**src/rtl/isw_pkg.sv**
```systemverilog
`timescale 1ns/1ps
package isw_pkg;
  localparam int CC_LSB       = 13;
  localparam int EXT_MASK_BIT = 56;
  localparam int WAIT_BIT     = 49;
  localparam logic [15:0] TOD_CODE     = 16'h1004;
  localparam logic [15:0] CPT_CODE     = 16'h1005;
  localparam logic [15:0] CPU_ADDR_TAG = 16'h0D00;

  typedef enum logic [2:0] {
    SRC_NONE, SRC_PGM, SRC_SVC, SRC_EXTQ, SRC_TOD, SRC_CPT
  } src_e;

  typedef struct packed {
    logic [7:0] parm0;
    logic [7:0] parm1;
    logic [7:0] old_mask;
    logic [7:0] new_mask;
  } slot_t;

  function automatic slot_t slot_of(src_e s);
    case (s)
      SRC_PGM: slot_of = '{8'h08, 8'h08, 8'h20, 8'h60};
      SRC_SVC: slot_of = '{8'h00, 8'h00, 8'h10, 8'h50};
      default: slot_of = '{8'h30, 8'h38, 8'h40, 8'h70};
    endcase
  endfunction

  function automatic logic is_ext(src_e s);
    is_ext = (s == SRC_EXTQ) || (s == SRC_TOD) || (s == SRC_CPT);
  endfunction

  function automatic logic [4:0] src_bit(src_e s);
    case (s)
      SRC_PGM:  src_bit = 5'b00001;
      SRC_SVC:  src_bit = 5'b00010;
      SRC_EXTQ: src_bit = 5'b00100;
      SRC_TOD:  src_bit = 5'b01000;
      SRC_CPT:  src_bit = 5'b10000;
      default:  src_bit = 5'b00000;
    endcase
  endfunction

  // Old mask with the live condition code folded into bits 14:13.
  function automatic logic [63:0] fold_cc(logic [63:0] m, logic [1:0] cc);
    fold_cc = m;
    fold_cc[CC_LSB +: 2] = cc;
  endfunction

  // Length code stored for a program exception of the given kind.
  function automatic logic [15:0] pgm_ilc(logic [7:0] len, logic [1:0] kind);
    pgm_ilc = (kind == 2'd2) ? {7'd0, len, 1'b0} : {8'd0, len};
  endfunction

  // Address step applied before a program exception's old address is stored.
  function automatic logic [63:0] pgm_step(logic [7:0] len, logic [1:0] kind);
    case (kind)
      2'd1:    pgm_step = {56'd0, len};
      2'd2:    pgm_step = {55'd0, len, 1'b0};
      default: pgm_step = 64'd0;
    endcase
  endfunction
endpackage

```
**src/rtl/isw_ext_stack.sv**
```systemverilog
`timescale 1ns/1ps
module isw_ext_stack #(
  parameter int DEPTH = 4
) (
  input  logic                             clk,
  input  logic                             rst_n,
  input  logic                             push,
  input  logic [15:0]                      push_code,
  input  logic [31:0]                      push_p32,
  input  logic [63:0]                      push_p64,
  input  logic                             pop,
  output logic                             nonempty,
  output logic [$clog2(DEPTH+1)-1:0]       count,
  output logic [15:0]                      top_code,
  output logic [31:0]                      top_p32,
  output logic [63:0]                      top_p64
);
  localparam int CNT_W = $clog2(DEPTH + 1);
  localparam int IDX_W = (DEPTH > 1) ? $clog2(DEPTH) : 1;

  logic [15:0] code_m [DEPTH];
  logic [31:0] p32_m  [DEPTH];
  logic [63:0] p64_m  [DEPTH];
  logic pop_ok, push_ok;
  logic [IDX_W-1:0] top_idx, wr_idx;

  assign nonempty = (count != '0);
  assign pop_ok   = pop && nonempty;
  assign push_ok  = push && ((count < CNT_W'(DEPTH)) || pop_ok);
  assign top_idx  = IDX_W'(count - 1'b1);
  assign wr_idx   = pop_ok ? top_idx : IDX_W'(count);
  assign top_code = code_m[top_idx];
  assign top_p32  = p32_m[top_idx];
  assign top_p64  = p64_m[top_idx];

  always_ff @(posedge clk or negedge rst_n) begin
    if (!rst_n) begin
      count <= '0;
    end else if (push_ok && !pop_ok) begin
      count <= count + 1'b1;
    end else if (pop_ok && !push_ok) begin
      count <= count - 1'b1;
    end
  end

  always_ff @(posedge clk) begin
    if (push_ok) begin
      code_m[wr_idx] <= push_code;
      p32_m[wr_idx]  <= push_p32;
      p64_m[wr_idx]  <= push_p64;
    end
  end
endmodule

```
**src/rtl/isw_arbiter.sv**
```systemverilog
`timescale 1ns/1ps
module isw_arbiter
  import isw_pkg::*;
(
  input  logic pgm,
  input  logic svc,
  input  logic extq,
  input  logic tod,
  input  logic cpt,
  input  logic ext_en,
  output src_e pick
);
  always_comb begin
    if (pgm)                pick = SRC_PGM;
    else if (svc)           pick = SRC_SVC;
    else if (ext_en && extq) pick = SRC_EXTQ;
    else if (ext_en && tod) pick = SRC_TOD;
    else if (ext_en && cpt) pick = SRC_CPT;
    else                    pick = SRC_NONE;
  end
endmodule

```
**src/rtl/isw_swap_seq.sv**
```systemverilog
`timescale 1ns/1ps
module isw_swap_seq
  import isw_pkg::*;
#(
  parameter int AW     = 32,
  parameter int QDEPTH = 4,
  parameter int LEN_W  = 4
) (
  input  logic             clk,
  input  logic             rst_n,
  input  logic             bound,
  input  logic [63:0]      cur_mask,
  input  logic [63:0]      cur_addr,
  input  logic [1:0]       cur_cc,
  input  logic [AW-1:0]    prefix,
  input  logic [15:0]      cpu_num,
  input  logic             pgm_evt,
  input  logic [15:0]      pgm_code,
  input  logic [LEN_W-1:0] pgm_len,
  input  logic [1:0]       pgm_kind,
  input  logic             svc_evt,
  input  logic [15:0]      svc_code,
  input  logic [LEN_W-1:0] svc_len,
  input  logic             tod_evt,
  input  logic             cpt_evt,
  input  logic             ext_push,
  input  logic [15:0]      ext_code,
  input  logic [31:0]      ext_p32,
  input  logic [63:0]      ext_p64,
  output logic             mem_req,
  output logic             mem_we,
  output logic [AW-1:0]    mem_addr,
  output logic [63:0]      mem_wdata,
  input  logic [63:0]      mem_rdata,
  output logic             new_valid,
  output logic [63:0]      new_mask,
  output logic [63:0]      new_addr,
  output logic [1:0]       new_cc,
  output logic             halted,
  output logic [4:0]       ack_src,
  output logic             irq_req
);
  localparam int CNT_W = $clog2(QDEPTH + 1);

  typedef enum logic [2:0] {
    S_IDLE, S_PARM0, S_PARM1, S_OLDM, S_OLDA, S_RDM, S_RDA, S_DONE
  } st_e;

  st_e  state, state_nxt;
  src_e src_q, pick;
  logic pgm_f, svc_f, tod_f, cpt_f;
  logic [15:0]      pgm_code_q, svc_code_q;
  logic [LEN_W-1:0] pgm_len_q, svc_len_q;
  logic [1:0]       pgm_kind_q;
  logic [63:0]      pw0_q, pw1_q, om_q, oa_q, nm_q;
  logic             q_nonempty;
  logic [CNT_W-1:0] q_cnt;
  logic [15:0]      q_code;
  logic [31:0]      q_p32;
  logic [63:0]      q_p64;
  logic [15:0]      ext_tag;
  slot_t            slot;
  logic [7:0]       off;
  // Named events for the checker.
  logic take, pop, done, ext_taken, ext_en, any_flag, any_evt;

  assign ext_en    = cur_mask[EXT_MASK_BIT];
  assign take      = (state == S_IDLE) && bound && (pick != SRC_NONE);
  assign ext_taken = take && is_ext(pick);
  assign pop       = take && (pick == SRC_EXTQ);
  assign done      = (state == S_DONE);
  assign any_flag  = pgm_f | svc_f | tod_f | cpt_f | q_nonempty;
  assign any_evt   = pgm_evt | svc_evt | tod_evt | cpt_evt | ext_push;
  assign ext_tag   = cpu_num | CPU_ADDR_TAG;

  isw_ext_stack #(.DEPTH(QDEPTH)) u_stack (
    .clk(clk), .rst_n(rst_n), .push(ext_push), .push_code(ext_code),
    .push_p32(ext_p32), .push_p64(ext_p64), .pop(pop), .nonempty(q_nonempty),
    .count(q_cnt), .top_code(q_code), .top_p32(q_p32), .top_p64(q_p64)
  );

  isw_arbiter u_arb (
    .pgm(pgm_f), .svc(svc_f), .extq(q_nonempty), .tod(tod_f), .cpt(cpt_f),
    .ext_en(ext_en), .pick(pick)
  );

  // Pending flags: a new event wins over the clear of the same source.
  always_ff @(posedge clk or negedge rst_n) begin
    if (!rst_n) begin
      pgm_f <= 1'b0; svc_f <= 1'b0; tod_f <= 1'b0; cpt_f <= 1'b0;
    end else begin
      pgm_f <= pgm_evt | (pgm_f & ~(take && pick == SRC_PGM));
      svc_f <= svc_evt | (svc_f & ~(take && pick == SRC_SVC));
      tod_f <= tod_evt | (tod_f & ~(take && pick == SRC_TOD));
      cpt_f <= cpt_evt | (cpt_f & ~(take && pick == SRC_CPT));
    end
  end

  always_ff @(posedge clk) begin
    if (pgm_evt) begin
      pgm_code_q <= pgm_code; pgm_len_q <= pgm_len; pgm_kind_q <= pgm_kind;
    end
    if (svc_evt) begin
      svc_code_q <= svc_code; svc_len_q <= svc_len;
    end
  end

  // Snapshot of everything the delivery writes, taken at selection.
  always_ff @(posedge clk) begin
    if (take) begin
      src_q <= pick;
      om_q  <= fold_cc(cur_mask, cur_cc);
      pw1_q <= 64'd0;
      oa_q  <= cur_addr;
      case (pick)
        SRC_PGM: begin
          pw0_q <= {32'd0, pgm_ilc(8'(pgm_len_q), pgm_kind_q), pgm_code_q};
          oa_q  <= cur_addr + pgm_step(8'(pgm_len_q), pgm_kind_q);
        end
        SRC_SVC: begin
          pw0_q <= {32'd0, 16'(svc_len_q), svc_code_q};
          oa_q  <= cur_addr + 64'(svc_len_q);
        end
        SRC_EXTQ: begin
          pw0_q <= {ext_tag, q_code, q_p32};
          pw1_q <= q_p64;
        end
        SRC_TOD: pw0_q <= {ext_tag, TOD_CODE, 32'd0};
        default: pw0_q <= {ext_tag, CPT_CODE, 32'd0};
      endcase
    end
    if (state == S_RDA) nm_q <= mem_rdata;
  end

  always_comb begin
    state_nxt = state;
    case (state)
      S_IDLE:  if (take) state_nxt = S_PARM0;
      S_PARM0: state_nxt = is_ext(src_q) ? S_PARM1 : S_OLDM;
      S_PARM1: state_nxt = S_OLDM;
      S_OLDM:  state_nxt = S_OLDA;
      S_OLDA:  state_nxt = S_RDM;
      S_RDM:   state_nxt = S_RDA;
      S_RDA:   state_nxt = S_DONE;
      default: state_nxt = S_IDLE;
    endcase
  end

  always_ff @(posedge clk or negedge rst_n) begin
    if (!rst_n) state <= S_IDLE;
    else        state <= state_nxt;
  end

  always_comb begin
    slot      = slot_of(src_q);
    mem_req   = 1'b0;
    mem_we    = 1'b0;
    off       = 8'd0;
    mem_wdata = 64'd0;
    case (state)
      S_PARM0: begin mem_req = 1'b1; mem_we = 1'b1; off = slot.parm0;          mem_wdata = pw0_q; end
      S_PARM1: begin mem_req = 1'b1; mem_we = 1'b1; off = slot.parm1;          mem_wdata = pw1_q; end
      S_OLDM:  begin mem_req = 1'b1; mem_we = 1'b1; off = slot.old_mask;       mem_wdata = om_q;  end
      S_OLDA:  begin mem_req = 1'b1; mem_we = 1'b1; off = slot.old_mask + 8'd8; mem_wdata = oa_q; end
      S_RDM:   begin mem_req = 1'b1; off = slot.new_mask; end
      S_RDA:   begin mem_req = 1'b1; off = slot.new_mask + 8'd8; end
      default: ;
    endcase
  end

  assign mem_addr = prefix + {{(AW-8){1'b0}}, off};

  always_ff @(posedge clk or negedge rst_n) begin
    if (!rst_n) begin
      new_valid <= 1'b0; ack_src <= 5'd0; halted <= 1'b0; irq_req <= 1'b0;
      new_mask <= 64'd0; new_addr <= 64'd0; new_cc <= 2'd0;
    end else begin
      new_valid <= done;
      ack_src   <= done ? src_bit(src_q) : 5'd0;
      irq_req   <= (irq_req & ~done) | any_flag | any_evt;
      if (done) begin
        new_mask <= nm_q;
        new_addr <= mem_rdata;
        new_cc   <= nm_q[CC_LSB +: 2];
        halted   <= nm_q[WAIT_BIT];
      end
    end
  end
endmodule

```
**config.mk**
```make
export PLATFORM = sky130hd
export DESIGN_NAME = isw_swap_seq
export DESIGN_NICKNAME = d
export VERILOG_FILES = /design/src/rtl/isw_pkg.sv /design/src/rtl/isw_ext_stack.sv /design/src/rtl/isw_arbiter.sv /design/src/rtl/isw_swap_seq.sv
export SDC_FILE = /design/constraint.sdc
export NUM_CORES = 1
export LEC_CHECK = 0
export BUFFER_PORTS_ARGS = -buffer_cell sky130_fd_sc_hd__buf_2
export CAP_MARGIN = 10
export CORE_UTILIZATION = 35
export DETAILED_ROUTE_END_ITERATION = 12
export PLACE_DENSITY = 0.55
export SYNTH_ARGS = -nofsm -noshare
export SYNTH_HDL_FRONTEND = slang
export SYNTH_SLANG_ARGS = --single-unit
```
**constraint.sdc**
```tcl
create_clock -name clk -period 18.75 [get_ports clk]
set_input_delay 2.8125 -clock clk [delete_from_list [all_inputs] [get_ports clk]]
set_output_delay 2.8125 -clock clk [all_outputs]
set_load 0.01 [all_outputs]
```
# Yosys cells after proc, flatten, opt, wreduce, memory -nomap -nowiden
# Memories as Yosys holds them, arrays and structs flattened. A register that Yosys moved wholly into a read port is not among the register bits.
# Cells that the tools add are included.
[word_totals]
reg_bits = 449
ramBits = 448
inputBits = 404
memories = 3
[mem_list]
columns = ["name", "words", "width", "rd", "rd_ports_with_merged_regs", "write_ports", "line", "source"]
rows = [
  ["u_stack.p64_m", 4, 64, 1, 1, 1, "isw_ext_stack.sv:23", "logic [63:0] p64_m [DEPTH];"],
  ["u_stack.p32_m", 4, 32, 1, 0, 1, "isw_ext_stack.sv:22", "logic [31:0] p32_m [DEPTH];"],
  ["u_stack.code_m", 4, 16, 1, 0, 1, "isw_ext_stack.sv:21", "logic [15:0] code_m [DEPTH];"],
]
[classes]
addsub = 7
order_cmp = 1
eq_ne = 20
muxes = 26
bitwise_logic = 24
reduce_logical = 26
[ops]
columns = ["operator", "count"]
rows = [
  ["$pmux 64 s4", 2],
  ["$mux 64", 2],
  ["$pmux 64 s2", 1],
  ["$add 64x4->64", 1],
  ["$add 64x64->64", 1],
  ["$pmux 30 s2", 1],
  ["$pmux 8 s6", 1],
  ["$add 32x8->32", 1],
  ["$pmux 5 s5", 1],
  ["$eq 3x3->1 const B", 8],
  ["$mux 3", 8],
  ["$pmux 3 s7", 1],
  ["$eq 3x2->1 const B", 6],
  ["$add 8x4->8 const B", 2],
  ["$logic_and 1x1->1", 14],
  ["$or 1x1->1", 14],
  ["$mux 5", 2],
  ["$pmux 5 s2", 1],
  ["$eq 3x1->1 const B", 3],
  ["$reduce_bool 3->1", 2],
  ["$reduce_or 6->1", 1],
  ["$and 1x1->1", 5],
  ["$mux 1", 5],
  ["$not 1->1", 5],
  ["other kinds (12)", 16],
]

# Longest topological paths before layout
[depth]
depth_word = 16
depth_mapped = 13
depth_no_buf = 12

# Modules after synthesis
# A second synthesis with hierarchy kept.
[unflattened]
hier_cells = 2411
area_unflattened_um2 = 37956.4
[by_module_without_submodules]
columns = ["mod", "instances", "cells_each", "area_per_inst_um2"]
rows = [
  ["isw_swap_seq", 1, 1782, 21435.6],
  ["isw_ext_stack", 1, 622, 16460.8],
  ["isw_arbiter", 1, 7, 60.1],
]

# Worst setup path after synthesis
# OpenSTA, ideal clock, no wires.
[synth_timing]
kind = "input to register"
from = "input cur_mask[56]"
to = "register oa_q[0], enable pin"
setup_time_ns = 1.028
arrival_time_ns = 16.806
required_ns = 17.722
path_slack_ns = 0.916
cell_stages = 2
path_buffers = 0
cell_sequence = "nand2_1 > a31oi_1"
[synth_between]
elab_chain_cells = 8
word_cells_on_any_way = 10
classes_between = "5 x mux; 5 x reduce/logical"
[synth_rtl]
columns = ["item", "line", "source"]
rows = [
  ["start, declared", "isw_swap_seq.sv:12", "input logic [63:0] cur_mask,"],
  ["$logic_and 1x1->1", "isw_arbiter.sv:18", "else if (ext_en && cpt) pick = SRC_CPT;"],
  ["$mux 3", "isw_arbiter.sv:18", ""],
  ["$mux 3", "isw_arbiter.sv:17", "else if (ext_en && tod) pick = SRC_TOD;"],
  ["$mux 3 *", "isw_arbiter.sv:16", "else if (ext_en && extq) pick = SRC_EXTQ;"],
  ["$mux 3 *", "isw_arbiter.sv:15", "else if (svc) pick = SRC_SVC;"],
  ["$mux 3 *", "isw_arbiter.sv:14", "if (pgm) pick = SRC_PGM;"],
  ["$reduce_bool 3->1 *", "isw_swap_seq.sv:68", "assign take = (state == S_IDLE) && bound && (pick != SRC_NONE);"],
  ["$logic_and 1x1->1 *", "isw_swap_seq.sv:68", ""],
  ["end signal, assigned", "isw_swap_seq.sv:114", "oa_q <= cur_addr;"],
  ["end signal, assigned", "isw_swap_seq.sv:118", "oa_q <= cur_addr + pgm_step(8'(pgm_len_q), pgm_kind_q);"],
  ["end signal, assigned", "isw_swap_seq.sv:122", "oa_q <= cur_addr + 64'(svc_len_q);"],
  ["end, declared", "isw_swap_seq.sv:55", "logic [63:0] pw0_q, pw1_q, om_q, oa_q, nm_q;"],
]
# Mark *: on every way between the ends. The rest lies on a longest branch, timed or not.
# A chain may end at the register's enable or synchronous reset.

# Final worst setup path
[layout_timing]
from = "input prefix[3]"
to = "output mem_addr[17]"
[layout_between]
elab_chain_cells = 1
[layout_rtl]
columns = ["item", "line", "source"]
rows = [
  ["start, declared", "isw_swap_seq.sv:15", "input logic [AW-1:0] prefix,"],
  ["$add 32x8->32", "isw_swap_seq.sv:171", "assign mem_addr = prefix + {{(AW-8){1'b0}}, off};"],
  ["end, declared", "isw_swap_seq.sv:32", "output logic [AW-1:0] mem_addr,"],
]
# No other way between the ends.

==> reports/summary.txt <==
===========================================================================================
F_max ........................................................................    119.9 MHz
Placeable Area ...............................................................  106000 um^2
Summed instance area of the synthesized netlist ..............................   37650 um^2
Startpoint type of the worst setup path ......................................   input port
Final Hold Viols .............................................................            0
First element of the critical path ...........................................    prefix[3]
Relative slew slack ..........................................................       24.64%
Number of antenna violations at the first check in global routing ............           55
Wire length of the first global-routing pass .................................     163.1 mm
Post-detailed-route count of antenna-violating nets ..........................            0
Top flip-flop cell by instance count after synthesis .........................     edfxtp_1
Resized cells post-CTS .......................................................            0
Via-to-Cell Ratio ............................................................        5.052
Die Area .....................................................................  108900 um^2
Global placement routability congestion ......................................       0.8796
Sort of element at the end of the critical path ..............................   output pin
Share of the yosys chip area belonging to registers ..........................       74.31%
Routing usage on met2 ........................................................       33.53%
Least-Margin Pin Slew ........................................................     1.119 ns
Average routed wire per standard cell ........................................     25.97 um
Worst Reg2Reg Path Length in Cells ...........................................           10
Result of the run ............................................................ complete, no violations
Class of the most critical setup path ........................................       in2out
Max-cap violations ...........................................................            0
Final Cycle Share ............................................................       44.47%
Proportion of layout cells with a drive suffix above 1 .......................       30.64%
Synth Net Count ..............................................................         2820
Clock Tree Buf Depth .........................................................            3
Fillers ......................................................................         9754
Final Instance Count excl. Fillers ...........................................         4540
EDFF count, synth ............................................................          811
Hold WC Path Type ............................................................      reg2reg
Level count of the clock H-tree ..............................................            3
Port bufs ....................................................................          628
Required @ worst endpoint ....................................................     15.94 ns
Area added between synthesis and finish ......................................       22.17%
M3 GR Usage ..................................................................       6.414%
Width of the die .............................................................       330 um
TritonCTS sink count .........................................................          956
I/O Pins .....................................................................          640
Setup Fix Bufs, Post-CTS .....................................................            0
Cell count after synthesis ...................................................         2399
Post-synthesis average cell area .............................................   15.70 um^2
Final HPWL from detailed placement ...........................................     81.56 mm
Critical path's largest stage delay ..........................................      0.55 ns
Register cell area after layout ..............................................   27990 um^2
Largest net degree at the start of global routing ............................           83
# hold bufs at CTS ...........................................................            0
Synth cell types .............................................................           54
Y dimension of the die .......................................................       330 um
Number of detailed-routing iterations run before antenna repair ..............            5
Total power after layout .....................................................     7.048 mW
Standby leakage power ........................................................     17.53 nW
Post-synthesis async set-or-reset flop share .................................       15.17%
Routed vias ..................................................................        22940
Clock tree from TritonCTS ....................................................          yes
Global-route usage over all layers ...........................................       21.09%
Count of warnings emitted by yosys ...........................................            0
R2R Path Start ............................................................... pgm_f$_DFF_PN0_
#FFs+latches synth ...........................................................          956
Number of instances on the worst hold path ...................................            2
GR met1 Demand/Resource ......................................................       28.05%
Via count of the first global-routing pass ...................................        22440
Inserted Clock Buffers .......................................................          104
Clock Tree Root ..............................................................    clkbuf_16
Number of standard-cell rows in the floorplan ................................          119
Number of placed instances, taps included ....................................         4331
Setup Skew ...................................................................   0.03818 ns
Total Wirelength .............................................................     117.9 mm
Worst voltage drop across the vdd grid ....................................... 0.00008975 V
Residual DRC count ...........................................................            0
Multi-input gate area ........................................................    9185 um^2
Setup-failing EPs final ......................................................            0
Master of the slowest instance on the critical path ..........................     nand2b_1
Max-slew violations ..........................................................            0
Layout Nets ..................................................................         3467
Most used cell along the critical path .......................................        buf_2
Number of design-rule violations left by the first detailed-router iteration .         1775
Clock latency of the later-clocked register in the worst-skew pair ...........      0.69 ns
Routing layer with the top usage in global route .............................         met2
Critical-path maximum fanout .................................................           12
Arrival time worst endpoint ..................................................      5.53 ns
Initial cell density of the core .............................................       35.52%
Clock-pin slew on the worst setup and hold paths .............................      0.06 ns
Setup TNS ....................................................................         0 ns
Final critical-path required period ..........................................     8.338 ns
RSZ-0062 raised after global routing .........................................        false
Origin of the worst min-delay path ........................................... nm_q[43]$_DFFE_PN_
Hold slack final .............................................................    0.4347 ns
Power Dens Cells ............................................................. 153.2 nW/um^2
Global route total overflow ..................................................            0
Critical Path, Cell by Cell .................................................. buf_2, ha_1, fa_1, a21o_1, a21oi_1, nand2b_1, nor3_1, xnor2_1, buf_2
===========================================================================================
[final timing paths]
check	endpoint	slack [ns]
worst max-delay path	mem_addr[17]	10.41
worst min-delay path	new_mask[43]$_DFFE_PN0P_	0.43
worst max register to register	u_stack.p64_m[2][58]$_DFFE_PP_	12.91
worst min register to register	new_mask[43]$_DFFE_PN0P_	0.43
max in group asynchronous	u_stack.count[0]$_DFFE_PN0P_	15.04
min in group asynchronous	new_mask[18]$_DFFE_PN0P_	2.19
[power breakdown]
part,total [mW],switching (mW),internal (mW)
Sequential,2.90,0.151,2.75
Clock,2.10,0.862,1.24
Combinational,2.05,1.26,0.788
Total,7.05,2.28,4.77
[state kept, by name, indices dropped and copies added (netlist names), 2 cells and up]
| signal | cells |
|---|---|
| state | 3 |
| ack_src | 5 |
| nm_q | 64 |
| svc_code_q | 16 |
| u_stack.p32_m | 128 |
| new_addr | 64 |
| new_mask | 64 |
| pw0_q | 62 |
| oa_q | 64 |
| om_q | 64 |
| pgm_len_q | 4 |
| src_q | 3 |
| u_stack.p64_m | 256 |
| pw1_q | 64 |
| u_stack.count | 3 |
| pgm_kind_q | 2 |
| pgm_code_q | 16 |
| u_stack.code_m | 64 |
| svc_len_q | 4 |
[synth_stat cells (all sizes together), types with 4 or more instances]
| master | n | share of area, % |
|---|---|---|
| ha | 15 | 0.50 |
| nor2b | 96 | 1.6 |
| or4 | 6 | 0.14 |
| or3 | 5 | 0.083 |
| nor4 | 15 | 0.32 |
| mux4 | 112 | 6.7 |
| and4 | 5 | 0.12 |
| dfrtp | 145 | 9.6 |
| a221oi | 4 | 0.093 |
| o21ai | 32 | 0.43 |
| o21a | 4 | 0.080 |
| nand2b | 9 | 0.15 |
| xor2 | 45 | 1.0 |
| edfxtp | 811 | 65 |
| nor2 | 53 | 0.53 |
| buf | 29 | 0.39 |
| a22oi | 141 | 2.8 |
| nand4 | 23 | 0.38 |
| and2 | 20 | 0.33 |
| clkbuf | 96 | 0.96 |
| mux2i | 5 | 0.13 |
| and3 | 13 | 0.22 |
| xnor2 | 51 | 1.2 |
| nor3 | 35 | 0.47 |
| nand3 | 41 | 0.56 |
| a22o | 7 | 0.16 |
| nand2 | 507 | 5.1 |
| a21oi | 15 | 0.20 |
| inv | 26 | 0.26 |
| a21o | 5 | 0.10 |
[through the flow]
| stage | utilization [%] | cell area [um^2] | worst slack [ns] |
|---|---|---|---|
| after floorplan | - | 37650 | 0.9160 |
| after global placement | 40.04 | 42440 | 10.32 |
| after detailed placement | 40.04 | 42440 | 10.30 |
| after CTS | 43.36 | 45960 | 10.30 |
| after global routing | 43.37 | 45980 | 10.31 |
| final | 43.39 | 46000 | 10.41 |
[per-layer routing]
metal  part of all wire [%]  up-vias
met2                     47      817
met3                    8.8      207
met4                    2.4       50
met5                   0.29        -
li1                       -    10300
met1                     42    11570
[logic make-up (layout without fill, tap and decap cells)]
logic type,after synthesis,after routing,share of synthesized area (%)
DFF,956,956,74.31
and+or+nand+nor,832,832,10.01
AOI/OAI and AO/OA,230,230,4.386
buffers and inverters,151,885,1.608
muxes,117,117,6.832
xor gates and xnor gates,96,96,2.253
adders and majority gates,17,17,0.6048
other,0,16,0
[cell usage in the layout, fill, tap and decap left out, types with 7 or more instances in the layout]
cell type and instances:
a21oi_1 15, nand3_1 38, clkinv_1 21, nand4_1 23, buf_2 627, clkbuf_1 19, diode_2 16, mux4_2 112
and3_1 13, inv_1 24, xor2_1 45, nand2b_1 9, o21ai_0 32, nor4_1 11, ha_1 14, clkbuf_16 106
nor3_1 34, dfrtp_1 144, a22o_1 7, edfxtp_1 811, clkinv_2 20, bufinv_16 14, a22oi_1 141, xnor2_1 50
and2_1 18, nor2_1 52, buf_4 38, nor2b_1 95, nand2_1 507
[layout make-up]
class	count	share of cell area [%]
Sequential cell	956	60.84
Multi-Input combinational cell	1292	19.97
Timing Repair Buffer	666	7.466
Clock buffer	126	5.951
Tap cell	1391	3.783
Clock inverter	67	1.695
Inverter	26	0.2149
Antenna cell	16	0.08704
[worst max-delay path: cells and delay by family]
family | cells | cell delay [ns]
buffers and inverters | 2 | 0.31
xor gates and xnor gates | 1 | 0.36
AOI/OAI and AO/OA | 2 | 0.72
adders and majority gates | 2 | 0.62
and+or+nand+nor | 2 | 0.69
(Power assumes the default switching activity.)
